<file path="config.mk">
export PLATFORM = sky130hd
export DESIGN_NAME = uart_tdm
export DESIGN_NICKNAME = d
export VERILOG_FILES = /design/src/rtl/uart_tdm_pkg.sv /design/src/rtl/uart_tdm_seq.sv /design/src/rtl/uart_tdm_tx_step.sv /design/src/rtl/uart_tdm_rx_step.sv /design/src/rtl/uart_tdm.sv
export SDC_FILE = /design/constraint.sdc
export NUM_CORES = 1
export LEC_CHECK = 0
export BUFFER_PORTS_ARGS = -buffer_cell sky130_fd_sc_hd__buf_2
export CORE_ASPECT_RATIO = 1.2
export CORE_UTILIZATION = 45
export DETAILED_ROUTE_END_ITERATION = 8
export PLACE_DENSITY_LB_ADDON = 0.2
export SETUP_SLACK_MARGIN = 0.4
export SLEW_MARGIN = 15
export SYNTH_ARGS = -nofsm -noshare
export SYNTH_HDL_FRONTEND = slang
export SYNTH_SLANG_ARGS = --single-unit
</file>
<file path="constraint.sdc">
create_clock -name clk -period 14 [get_ports clk]
set_clock_uncertainty 0.05 [all_clocks]
set_input_delay 2.1 -clock clk [delete_from_list [all_inputs] [get_ports clk]]
set_output_delay 2.1 -clock clk [all_outputs]
set_load 0.03 [all_outputs]
</file>
<file path="src/rtl/uart_tdm_pkg.sv">
package uart_tdm_pkg;
  localparam int unsigned DATA_W = 8;
  localparam int unsigned BIT_W  = $clog2(DATA_W);
  localparam int unsigned OSR    = 16;
  localparam int unsigned PH_W   = $clog2(OSR);
  localparam int unsigned IDX_W  = 4;

  // index 0 = start bit, 1..DATA_W = data, DATA_W+1 = stop bit
  localparam logic [IDX_W-1:0] STOP_IDX = IDX_W'(DATA_W + 1);
  localparam logic [PH_W-1:0]  PH_LAST  = PH_W'(OSR - 1);
  localparam logic [PH_W-1:0]  PH_MID   = PH_W'(OSR / 2 - 1);

  typedef struct packed {
    logic              busy;
    logic [IDX_W-1:0]  idx;
    logic [PH_W-1:0]   phase;
    logic [DATA_W-1:0] data;
  } tx_st_t;

  typedef struct packed {
    logic              busy;
    logic [IDX_W-1:0]  idx;
    logic [PH_W-1:0]   phase;
    logic [DATA_W-1:0] shift;
  } rx_st_t;

  localparam tx_st_t TX_IDLE = '{busy: 1'b0, idx: '0, phase: '0, data: '0};
  localparam rx_st_t RX_IDLE = '{busy: 1'b0, idx: '0, phase: '0, shift: '0};
endpackage

</file>
<file path="src/rtl/uart_tdm_seq.sv">
module uart_tdm_seq #(
  parameter  int unsigned NUM_CH = 16,
  localparam int unsigned CH_W   = (NUM_CH > 1) ? $clog2(NUM_CH) : 1
) (
  input  logic            clk,
  input  logic            rst_n,
  output logic [CH_W-1:0] ch_o,
  output logic            sweep_o
);
  logic [CH_W-1:0] ch_q, ch_n;
  logic            sweep_q, sweep_n;
  logic            last;

  always_comb begin
    last    = (ch_q == CH_W'(NUM_CH - 1));
    ch_n    = last ? '0 : ch_q + CH_W'(1);
    sweep_n = sweep_q && !last;
  end

  always_ff @(posedge clk or negedge rst_n) begin
    if (!rst_n) begin
      ch_q    <= '0;
      sweep_q <= 1'b1;
    end else begin
      ch_q    <= ch_n;
      sweep_q <= sweep_n;
    end
  end

  assign ch_o    = ch_q;
  assign sweep_o = sweep_q;
endmodule

</file>
<file path="src/rtl/uart_tdm_tx_step.sv">
module uart_tdm_tx_step
  import uart_tdm_pkg::*;
(
  input  logic              tick,
  input  tx_st_t            st,
  input  logic              hold_full,
  input  logic [DATA_W-1:0] hold_data,
  input  logic              cts,
  output tx_st_t            st_n,
  output logic              load,
  output logic              line
);
  always_comb begin
    st_n = st;
    load = 1'b0;
    if (tick) begin
      if (!st.busy) begin
        if (hold_full && cts) begin
          st_n.busy  = 1'b1;
          st_n.idx   = '0;
          st_n.phase = '0;
          st_n.data  = hold_data;
          load       = 1'b1;
        end
      end else begin
        st_n.phase = st.phase + PH_W'(1);
        if (st.phase == PH_LAST) begin
          if (st.idx == STOP_IDX) st_n.busy = 1'b0;
          else                    st_n.idx  = st.idx + IDX_W'(1);
        end
      end
    end
    if (!st_n.busy)                 line = 1'b1;
    else if (st_n.idx == '0)        line = 1'b0;
    else if (st_n.idx == STOP_IDX)  line = 1'b1;
    else                            line = st_n.data[BIT_W'(st_n.idx - IDX_W'(1))];
  end
endmodule

</file>
<file path="src/rtl/uart_tdm_rx_step.sv">
module uart_tdm_rx_step
  import uart_tdm_pkg::*;
(
  input  logic   tick,
  input  rx_st_t st,
  input  logic   line,
  output rx_st_t st_n,
  output logic   done_ok,
  output logic   done_bad
);
  always_comb begin
    st_n     = st;
    done_ok  = 1'b0;
    done_bad = 1'b0;
    if (tick) begin
      if (!st.busy) begin
        if (!line) begin
          st_n.busy  = 1'b1;
          st_n.idx   = '0;
          st_n.phase = '0;
        end
      end else if (st.idx == '0) begin
        if (st.phase == PH_MID) begin
          if (line) begin
            st_n.busy = 1'b0;
          end else begin
            st_n.idx   = IDX_W'(1);
            st_n.phase = '0;
          end
        end else begin
          st_n.phase = st.phase + PH_W'(1);
        end
      end else begin
        st_n.phase = st.phase + PH_W'(1);
        if (st.phase == PH_LAST) begin
          if (st.idx == STOP_IDX) begin
            st_n.busy = 1'b0;
            done_ok   = line;
            done_bad  = !line;
          end else begin
            st_n.shift = {line, st.shift[DATA_W-1:1]};
            st_n.idx   = st.idx + IDX_W'(1);
          end
        end
      end
    end
  end
endmodule

</file>
<file path="src/rtl/uart_tdm.sv">
module uart_tdm
  import uart_tdm_pkg::*;
#(
  parameter  int unsigned NUM_CH = 16,
  parameter  int unsigned DIV_W  = 12,
  localparam int unsigned CH_W   = (NUM_CH > 1) ? $clog2(NUM_CH) : 1
) (
  input  logic              clk,
  input  logic              rst_n,
  input  logic              cfg_en,
  input  logic [CH_W-1:0]   cfg_ch,
  input  logic [DIV_W-1:0]  cfg_div,
  input  logic              wr_en,
  input  logic [CH_W-1:0]   wr_ch,
  input  logic [DATA_W-1:0] wr_data,
  input  logic              rd_en,
  input  logic [CH_W-1:0]   rd_ch,
  output logic [DATA_W-1:0] rd_data,
  output logic [NUM_CH-1:0] tx_full_o,
  output logic [NUM_CH-1:0] rx_full_o,
  output logic [NUM_CH-1:0] ferr_o,
  output logic [NUM_CH-1:0] ovr_o,
  output logic [NUM_CH-1:0] tx_o,
  input  logic [NUM_CH-1:0] rx_i,
  output logic [NUM_CH-1:0] rts_o,
  input  logic [NUM_CH-1:0] cts_i
);
  // reset: asserted asynchronously, released on a clock edge
  logic [1:0] rst_pipe;
  logic       rst_s_n;

  always_ff @(posedge clk or negedge rst_n) begin
    if (!rst_n) rst_pipe <= '0;
    else        rst_pipe <= {rst_pipe[0], 1'b1};
  end
  assign rst_s_n = rst_pipe[1];

  // two-stage synchronizers on the asynchronous line inputs
  logic [NUM_CH-1:0] rx_m, rx_s, cts_m, cts_s;

  always_ff @(posedge clk or negedge rst_s_n) begin
    if (!rst_s_n) begin
      rx_m  <= '1;
      rx_s  <= '1;
      cts_m <= '0;
      cts_s <= '0;
    end else begin
      rx_m  <= rx_i;
      rx_s  <= rx_m;
      cts_m <= cts_i;
      cts_s <= cts_m;
    end
  end

  // slot sequencer
  logic [CH_W-1:0] ch;
  logic            sweep;

  uart_tdm_seq #(.NUM_CH(NUM_CH)) i_seq (
    .clk     (clk),
    .rst_n   (rst_s_n),
    .ch_o    (ch),
    .sweep_o (sweep)
  );

  // per-channel state tables (distributed RAM, no reset)
  tx_st_t            tx_mem  [NUM_CH];
  rx_st_t            rx_mem  [NUM_CH];
  logic [DIV_W-1:0]  acc_mem [NUM_CH];
  logic [DIV_W-1:0]  div_mem [NUM_CH];
  logic [DATA_W-1:0] txh_mem [NUM_CH];
  logic [DATA_W-1:0] rxh_mem [NUM_CH];

  // per-channel flags and line registers
  logic [NUM_CH-1:0] tx_full_q, tx_full_n;
  logic [NUM_CH-1:0] rx_full_q, rx_full_n;
  logic [NUM_CH-1:0] ferr_q, ferr_n;
  logic [NUM_CH-1:0] ovr_q, ovr_n;
  logic [NUM_CH-1:0] tx_q, tx_n;

  // shared engine
  tx_st_t           tx_cur, tx_step_n, tx_wr;
  rx_st_t           rx_cur, rx_step_n, rx_wr;
  logic [DIV_W-1:0] acc_cur, acc_wr;
  logic             tick, tx_load, tx_line, rx_ok, rx_bad;
  logic             wr_ok, rd_same, rx_store;

  assign tx_cur  = tx_mem[ch];
  assign rx_cur  = rx_mem[ch];
  assign acc_cur = acc_mem[ch];
  assign tick    = !sweep && (acc_cur >= div_mem[ch]);

  uart_tdm_tx_step i_tx (
    .tick      (tick),
    .st        (tx_cur),
    .hold_full (tx_full_q[ch]),
    .hold_data (txh_mem[ch]),
    .cts       (cts_s[ch]),
    .st_n      (tx_step_n),
    .load      (tx_load),
    .line      (tx_line)
  );

  uart_tdm_rx_step i_rx (
    .tick     (tick),
    .st       (rx_cur),
    .line     (rx_s[ch]),
    .st_n     (rx_step_n),
    .done_ok  (rx_ok),
    .done_bad (rx_bad)
  );

  always_comb begin
    if (sweep) begin
      tx_wr  = TX_IDLE;
      rx_wr  = RX_IDLE;
      acc_wr = '0;
    end else begin
      tx_wr  = tx_step_n;
      rx_wr  = rx_step_n;
      acc_wr = tick ? '0 : acc_cur + DIV_W'(1);
    end
  end

  // flag next-state
  always_comb begin
    wr_ok    = wr_en && !tx_full_q[wr_ch];
    rd_same  = rd_en && (rd_ch == ch);
    rx_store = rx_ok && (!rx_full_q[ch] || rd_same);

    tx_full_n = tx_full_q;
    if (tx_load) tx_full_n[ch]    = 1'b0;
    if (wr_ok)   tx_full_n[wr_ch] = 1'b1;

    rx_full_n = rx_full_q;
    ferr_n    = ferr_q;
    ovr_n     = ovr_q;
    if (rd_en) begin
      rx_full_n[rd_ch] = 1'b0;
      ferr_n[rd_ch]    = 1'b0;
      ovr_n[rd_ch]     = 1'b0;
    end
    if (rx_store)           rx_full_n[ch] = 1'b1;
    if (rx_ok && !rx_store) ovr_n[ch]     = 1'b1;
    if (rx_bad)             ferr_n[ch]    = 1'b1;

    tx_n     = tx_q;
    tx_n[ch] = sweep ? 1'b1 : tx_line;
  end

  always_ff @(posedge clk or negedge rst_s_n) begin
    if (!rst_s_n) begin
      tx_full_q <= '0;
      rx_full_q <= '0;
      ferr_q    <= '0;
      ovr_q     <= '0;
      tx_q      <= '1;
    end else begin
      tx_full_q <= tx_full_n;
      rx_full_q <= rx_full_n;
      ferr_q    <= ferr_n;
      ovr_q     <= ovr_n;
      tx_q      <= tx_n;
    end
  end

  // table writes
  always_ff @(posedge clk) begin
    tx_mem[ch]  <= tx_wr;
    rx_mem[ch]  <= rx_wr;
    acc_mem[ch] <= acc_wr;
    if (cfg_en)   div_mem[cfg_ch] <= cfg_div;
    if (wr_ok)    txh_mem[wr_ch]  <= wr_data;
    if (rx_store) rxh_mem[ch]     <= rx_step_n.shift;
  end

  assign rd_data   = rxh_mem[rd_ch];
  assign tx_full_o = tx_full_q;
  assign rx_full_o = rx_full_q;
  assign ferr_o    = ferr_q;
  assign ovr_o     = ovr_q;
  assign tx_o      = tx_q;
  assign rts_o     = ~rx_full_q;
endmodule

</file>
==> run_summary.xml <==
<?xml version="1.0" encoding="UTF-8"?>
<metrics>
  <group name="run_status">
    <metric name="outcome" unit="">finished, final reports clean</metric>
  </group>
  <group name="routing">
    <metric name="detail_route.drc_violations" unit="">0</metric>
    <metric name="drt_first_pass_iters" unit="">7</metric>
    <metric name="total_length_of_routed_wires" unit="um">121500</metric>
    <metric name="drt.antenna.violating_nets" unit="">0</metric>
    <metric name="via_per_inst" unit="">5.852</metric>
    <metric name="route.met3.wl" unit="um">6365</metric>
    <metric name="dr_wl_met2" unit="um">62420</metric>
    <metric name="wl_per_cell" unit="um">28.21</metric>
    <metric name="routedLengthMet1" unit="um">49780</metric>
    <metric name="highest_layer" unit="">met4</metric>
    <metric name="drt_iter0_drc" unit="">2336</metric>
    <metric name="via_count" unit="">25200</metric>
  </group>
  <group name="cts">
    <metric name="post-cts-setup-buffers" unit="">0</metric>
    <metric name="cts_root_buffer" unit="">sky130_fd_sc_hd__clkbuf_16</metric>
    <metric name="clkSlewWorstSetupHoldPaths" unit="ns">0.06</metric>
    <metric name="htree_num_levels" unit="">4</metric>
    <metric name="worstSkewPairLatency" unit="ns">0.75</metric>
    <metric name="post_cts_resize_count" unit="">0</metric>
    <metric name="numCtsBuffers" unit="">137</metric>
    <metric name="clock_path_buffers" unit="">3</metric>
    <metric name="clock_sinks" unit="">1335</metric>
    <metric name="cts_tree" unit="">built</metric>
    <metric name="holdBufCountCts" unit="">0</metric>
  </group>
  <group name="timing">
    <metric name="grt_setup_unrepaired" unit="">no</metric>
    <metric name="tns_setup" unit="ns">0</metric>
    <metric name="maxClockFrequency" unit="MHz">125.1</metric>
    <metric name="finalHoldViolCount" unit="">0</metric>
    <metric name="post_route_clock_period_utilization" unit="%">57.10</metric>
    <metric name="final.min_clock_period" unit="ns">7.994</metric>
    <metric name="final_max_tran_viols" unit="">0</metric>
    <metric name="relSlewSlack" unit="%">23.60</metric>
    <metric name="timing_worst_slew_pin_value" unit="ns">1.142</metric>
    <metric name="finalSetupViolCount" unit="">0</metric>
  </group>
  <group name="critical_path">
    <metric name="startpoint" unit="">i_seq.ch_o[0]</metric>
    <metric name="critPathMaxStageDelay" unit="ns">0.97</metric>
    <metric name="cp-end-kind" unit="">flop</metric>
    <metric name="timing.critical_path.slowest_stage_cell" unit="">sky130_fd_sc_hd__dfrtp_4</metric>
    <metric name="r2r_slack" unit="ns">6.01</metric>
    <metric name="crit-reg2reg-launch" unit="">i_seq.ch_o[0]</metric>
    <metric name="crit_arrival" unit="ns">8.58</metric>
    <metric name="crit_fanout" unit="">52</metric>
    <metric name="timing.setup.critical_path_class" unit="">flop to flop</metric>
    <metric name="critical_path_buf_inv_count" unit="">2</metric>
    <metric name="cp_common_cell" unit="">sky130_fd_sc_hd__mux4_2</metric>
    <metric name="kind_of_start_point_of_the_critical_path" unit="">flop</metric>
    <metric name="critical_path.cell_chain" unit="">buf_4 -&gt; mux4_2 -&gt; mux4_2 -&gt; ha_1 -&gt; and3_1 -&gt; o211ai_1 -&gt; o211a_1 -&gt; nor3_2 -&gt; nand2_1 -&gt; nand2_1 -&gt; mux2_2 -&gt; ha_1 -&gt; inv_1 -&gt; mux4_2 -&gt; a211o_1 -&gt; a21oi_2 -&gt; o31ai_1</metric>
    <metric name="critical-path-top-delay-family" unit="">simple AND/OR/NAND/NOR gates</metric>
    <metric name="cp.required" unit="ns">14.59</metric>
  </group>
  <group name="yosys">
    <metric name="synthMostInstantiatedCell" unit="">sky130_fd_sc_hd__edfxtp_1</metric>
    <metric name="synthArstFlopShare" unit="%">11.31</metric>
    <metric name="netlist_area" unit="sq um">52300</metric>
    <metric name="synth_top_cell_area_share" unit="%">67.99</metric>
    <metric name="synth_top_flop_cell" unit="">sky130_fd_sc_hd__edfxtp_1</metric>
    <metric name="synth.top_cells.by_area" unit="">sky130_fd_sc_hd__edfxtp_1 68%, sky130_fd_sc_hd__mux4_2 17%, sky130_fd_sc_hd__dfrtp_1 4.9%, sky130_fd_sc_hd__dfstp_2 2.5%, sky130_fd_sc_hd__nor2_1 0.65%</metric>
    <metric name="synth_common_cells" unit="">1184 x sky130_fd_sc_hd__edfxtp_1, 384 x sky130_fd_sc_hd__mux4_2, 102 x sky130_fd_sc_hd__dfrtp_1</metric>
    <metric name="synth_cells" unit="">2423</metric>
    <metric name="post_synth_edffs" unit="">1184</metric>
    <metric name="synth_sequential_area_ratio" unit="%">75.33</metric>
    <metric name="syn-mean-instance-area" unit="sq um">21.58</metric>
    <metric name="ys_seq_elements" unit="">1335</metric>
    <metric name="synth_cell_type_count" unit="">67</metric>
    <metric name="most_area_hungry_cell_type_in_the_yosys_netlist" unit="">sky130_fd_sc_hd__edfxtp_1</metric>
    <metric name="synth.net_count" unit="">2517</metric>
    <metric name="synthesis.yosys.warnings" unit="">0</metric>
  </group>
  <group name="worst_hold_path">
    <metric name="worstHoldPathType" unit="">flop to flop</metric>
    <metric name="timing.hold.worst.start" unit="">cts_m[14]</metric>
  </group>
  <group name="final_layout">
    <metric name="area.growth.synth_to_final" unit="%">13.84</metric>
    <metric name="post_route_cells_drive_above_1_share" unit="%">33.54</metric>
    <metric name="finish.net_count" unit="">2776</metric>
    <metric name="fillerInstances" unit="">8955</metric>
    <metric name="diode_insertion_count_for_antenna_repair" unit="">0</metric>
  </group>
  <group name="power_and_ir_drop">
    <metric name="total_leakage_power" unit="nW">19.23</metric>
    <metric name="worst_ir_drop_vdd" unit="V">0.0001115</metric>
    <metric name="power" unit="W">0.008128</metric>
    <metric name="power_density" unit="nW/um^2">136.5</metric>
  </group>
  <group name="floorplan">
    <metric name="floorplan.die.height" unit="um">375.4</metric>
    <metric name="core-area" unit="sq um">114900</metric>
    <metric name="start_util" unit="%">45.53</metric>
    <metric name="io_pins" unit="">173</metric>
    <metric name="fp.dieArea" unit="sq um">117600</metric>
    <metric name="die_w" unit="um">313.2</metric>
    <metric name="placementRows" unit="">136</metric>
  </group>
  <group name="global_routing">
    <metric name="gr-usage-all-layers" unit="%">21.01</metric>
    <metric name="grt_first_pass_wirelength" unit="um">179200</metric>
    <metric name="pin_count_of_the_biggest_net_entering_global_routing" unit="">121</metric>
    <metric name="grt_antenna_before_repair" unit="">1</metric>
    <metric name="globalRoute.totalOverflow" unit="">0</metric>
    <metric name="grt_pass1_vias" unit="">26790</metric>
  </group>
  <group name="placed_design">
    <metric name="detailedPlacementHpwl" unit="um">68370</metric>
    <metric name="portBuffers" unit="">172</metric>
    <metric name="place.gp.congestion" unit="">0.8498</metric>
  </group>
  <group name="run">
    <metric name="max_cap_violations" unit="">0</metric>
  </group>
</metrics>
-- state kept, by name (all words and copies together) (netlist names) --
register	count
rx_mem	272
rx_full_o	16
acc_mem	192
rx_s	16
txh_mem	128
cts_m	16
rxh_mem	128
rst_pipe	2
cts_s	16
i_seq.sweep_o	1
rx_m	16
div_mem	192
tx_full_o	16
tx_o	16
i_seq.ch_o	4
tx_mem	272
ferr_o	16
ovr_o	16
-- layout by cell type (no fill, tap or decap), drive strengths merged, types with 4 or more instances in the layout --
master,instances
a21o,18
a21oi,13
a22o,24
a22oi,12
and2,5
and3,6
buf,231
bufinv,14
clkbuf,169
clkinv,55
dfrtp,102
dfstp,49
edfxtp,1184
ha,25
inv,62
mux2,15
mux2i,19
mux4,384
nand2,87
nand2b,11
nand3,20
nand3b,6
nand4,8
nor2,90
nor2b,26
nor3,13
o21ai,56
o31ai,17
or2,4
xnor2,5
xor2,11
-- metal layers --
layer,vias up,global-route usage [%]
met2,839,35.87
met5,-,0
met3,186,3.188
met1,13620,27.87
li1,10550,-
met4,0,6.406
-- path summary, 6_finish.rpt --
kind,endpoint,cells after the start
setup / recovery,tx_o[0],17
hold / removal,cts_s[14],0
setup reg to reg,tx_o[0],17
hold reg to reg,cts_s[14],0
max in group asynchronous,tx_o[11],2
min in group asynchronous,rx_full_o[12],0
-- stage by stage --
stage	std cells	instance area, sq um	setup slack, ns	utilization [%]	hold WS [ns]
3_5_place_dp	4059	55000	5.850	47.89	0.2864
4_1_cts	4304	59480	5.831	51.79	0.3032
2_1_floorplan	2423	52300	6.360	-	0.2812
3_3_place_gp	4059	55000	6.204	47.89	0.2869
6_report	4306	59530	6.006	51.83	0.3010
5_1_grt	4306	59530	5.371	51.83	0.3047
-- power breakdown --
part | internal, W | leakage [nW] | switching [W]
Sequential | 0.00434 | 12.4 | 0.0000191
Combinational | 0.0000415 | 4.59 | 0.0000972
Clock | 0.00215 | 2.19 | 0.00148
Total | 0.00653 | 19.2 | 0.00159
-- cell type report --
class	count	area [sq um]	share of cell area, %
sequential	1335	39410	66.20
multi-input combinational	919	12170	20.45
clock buffer	169	3742	6.286
tap	1518	1899	3.190
timing repair buffer	231	1349	2.266
clock inverter	76	738.2	1.240
inverter	58	219.0	0.3678
-- worst register-to-register path, stage by stage, from the launching register on --
cell and delay (ns):
sky130_fd_sc_hd__dfrtp_4 0.97, sky130_fd_sc_hd__buf_4 0.91, sky130_fd_sc_hd__mux4_2 0.63, sky130_fd_sc_hd__mux4_2 0.57, sky130_fd_sc_hd__ha_1 0.34, sky130_fd_sc_hd__and3_1 0.17, sky130_fd_sc_hd__o211ai_1 0.12, sky130_fd_sc_hd__o211a_1 0.34
sky130_fd_sc_hd__nor3_2 0.63, sky130_fd_sc_hd__nand2_1 0.74, sky130_fd_sc_hd__nand2_1 0.23, sky130_fd_sc_hd__mux2_2 0.20, sky130_fd_sc_hd__ha_1 0.24, sky130_fd_sc_hd__inv_1 0.15, sky130_fd_sc_hd__mux4_2 0.33, sky130_fd_sc_hd__a211o_1 0.32
sky130_fd_sc_hd__a21oi_2 0.77, sky130_fd_sc_hd__o31ai_1 0.18
-- logic make-up (layout without fill, tap and decap cells) --
kind of cell | count (synthesis) | count (layout) | synth area share, %
flops | 1335 | 1335 | 75.33
mux | 418 | 418 | 17.22
simple gates | 291 | 291 | 2.661
buf+inv | 169 | 534 | 1.570
compound gates | 168 | 168 | 2.342
fa+ha+maj | 25 | 25 | 0.5981
xor+xnor | 16 | 16 | 0.2680
other cells | 1 | 1 | 0.007171
Note: power is estimated with default switching activity, not from simulation.
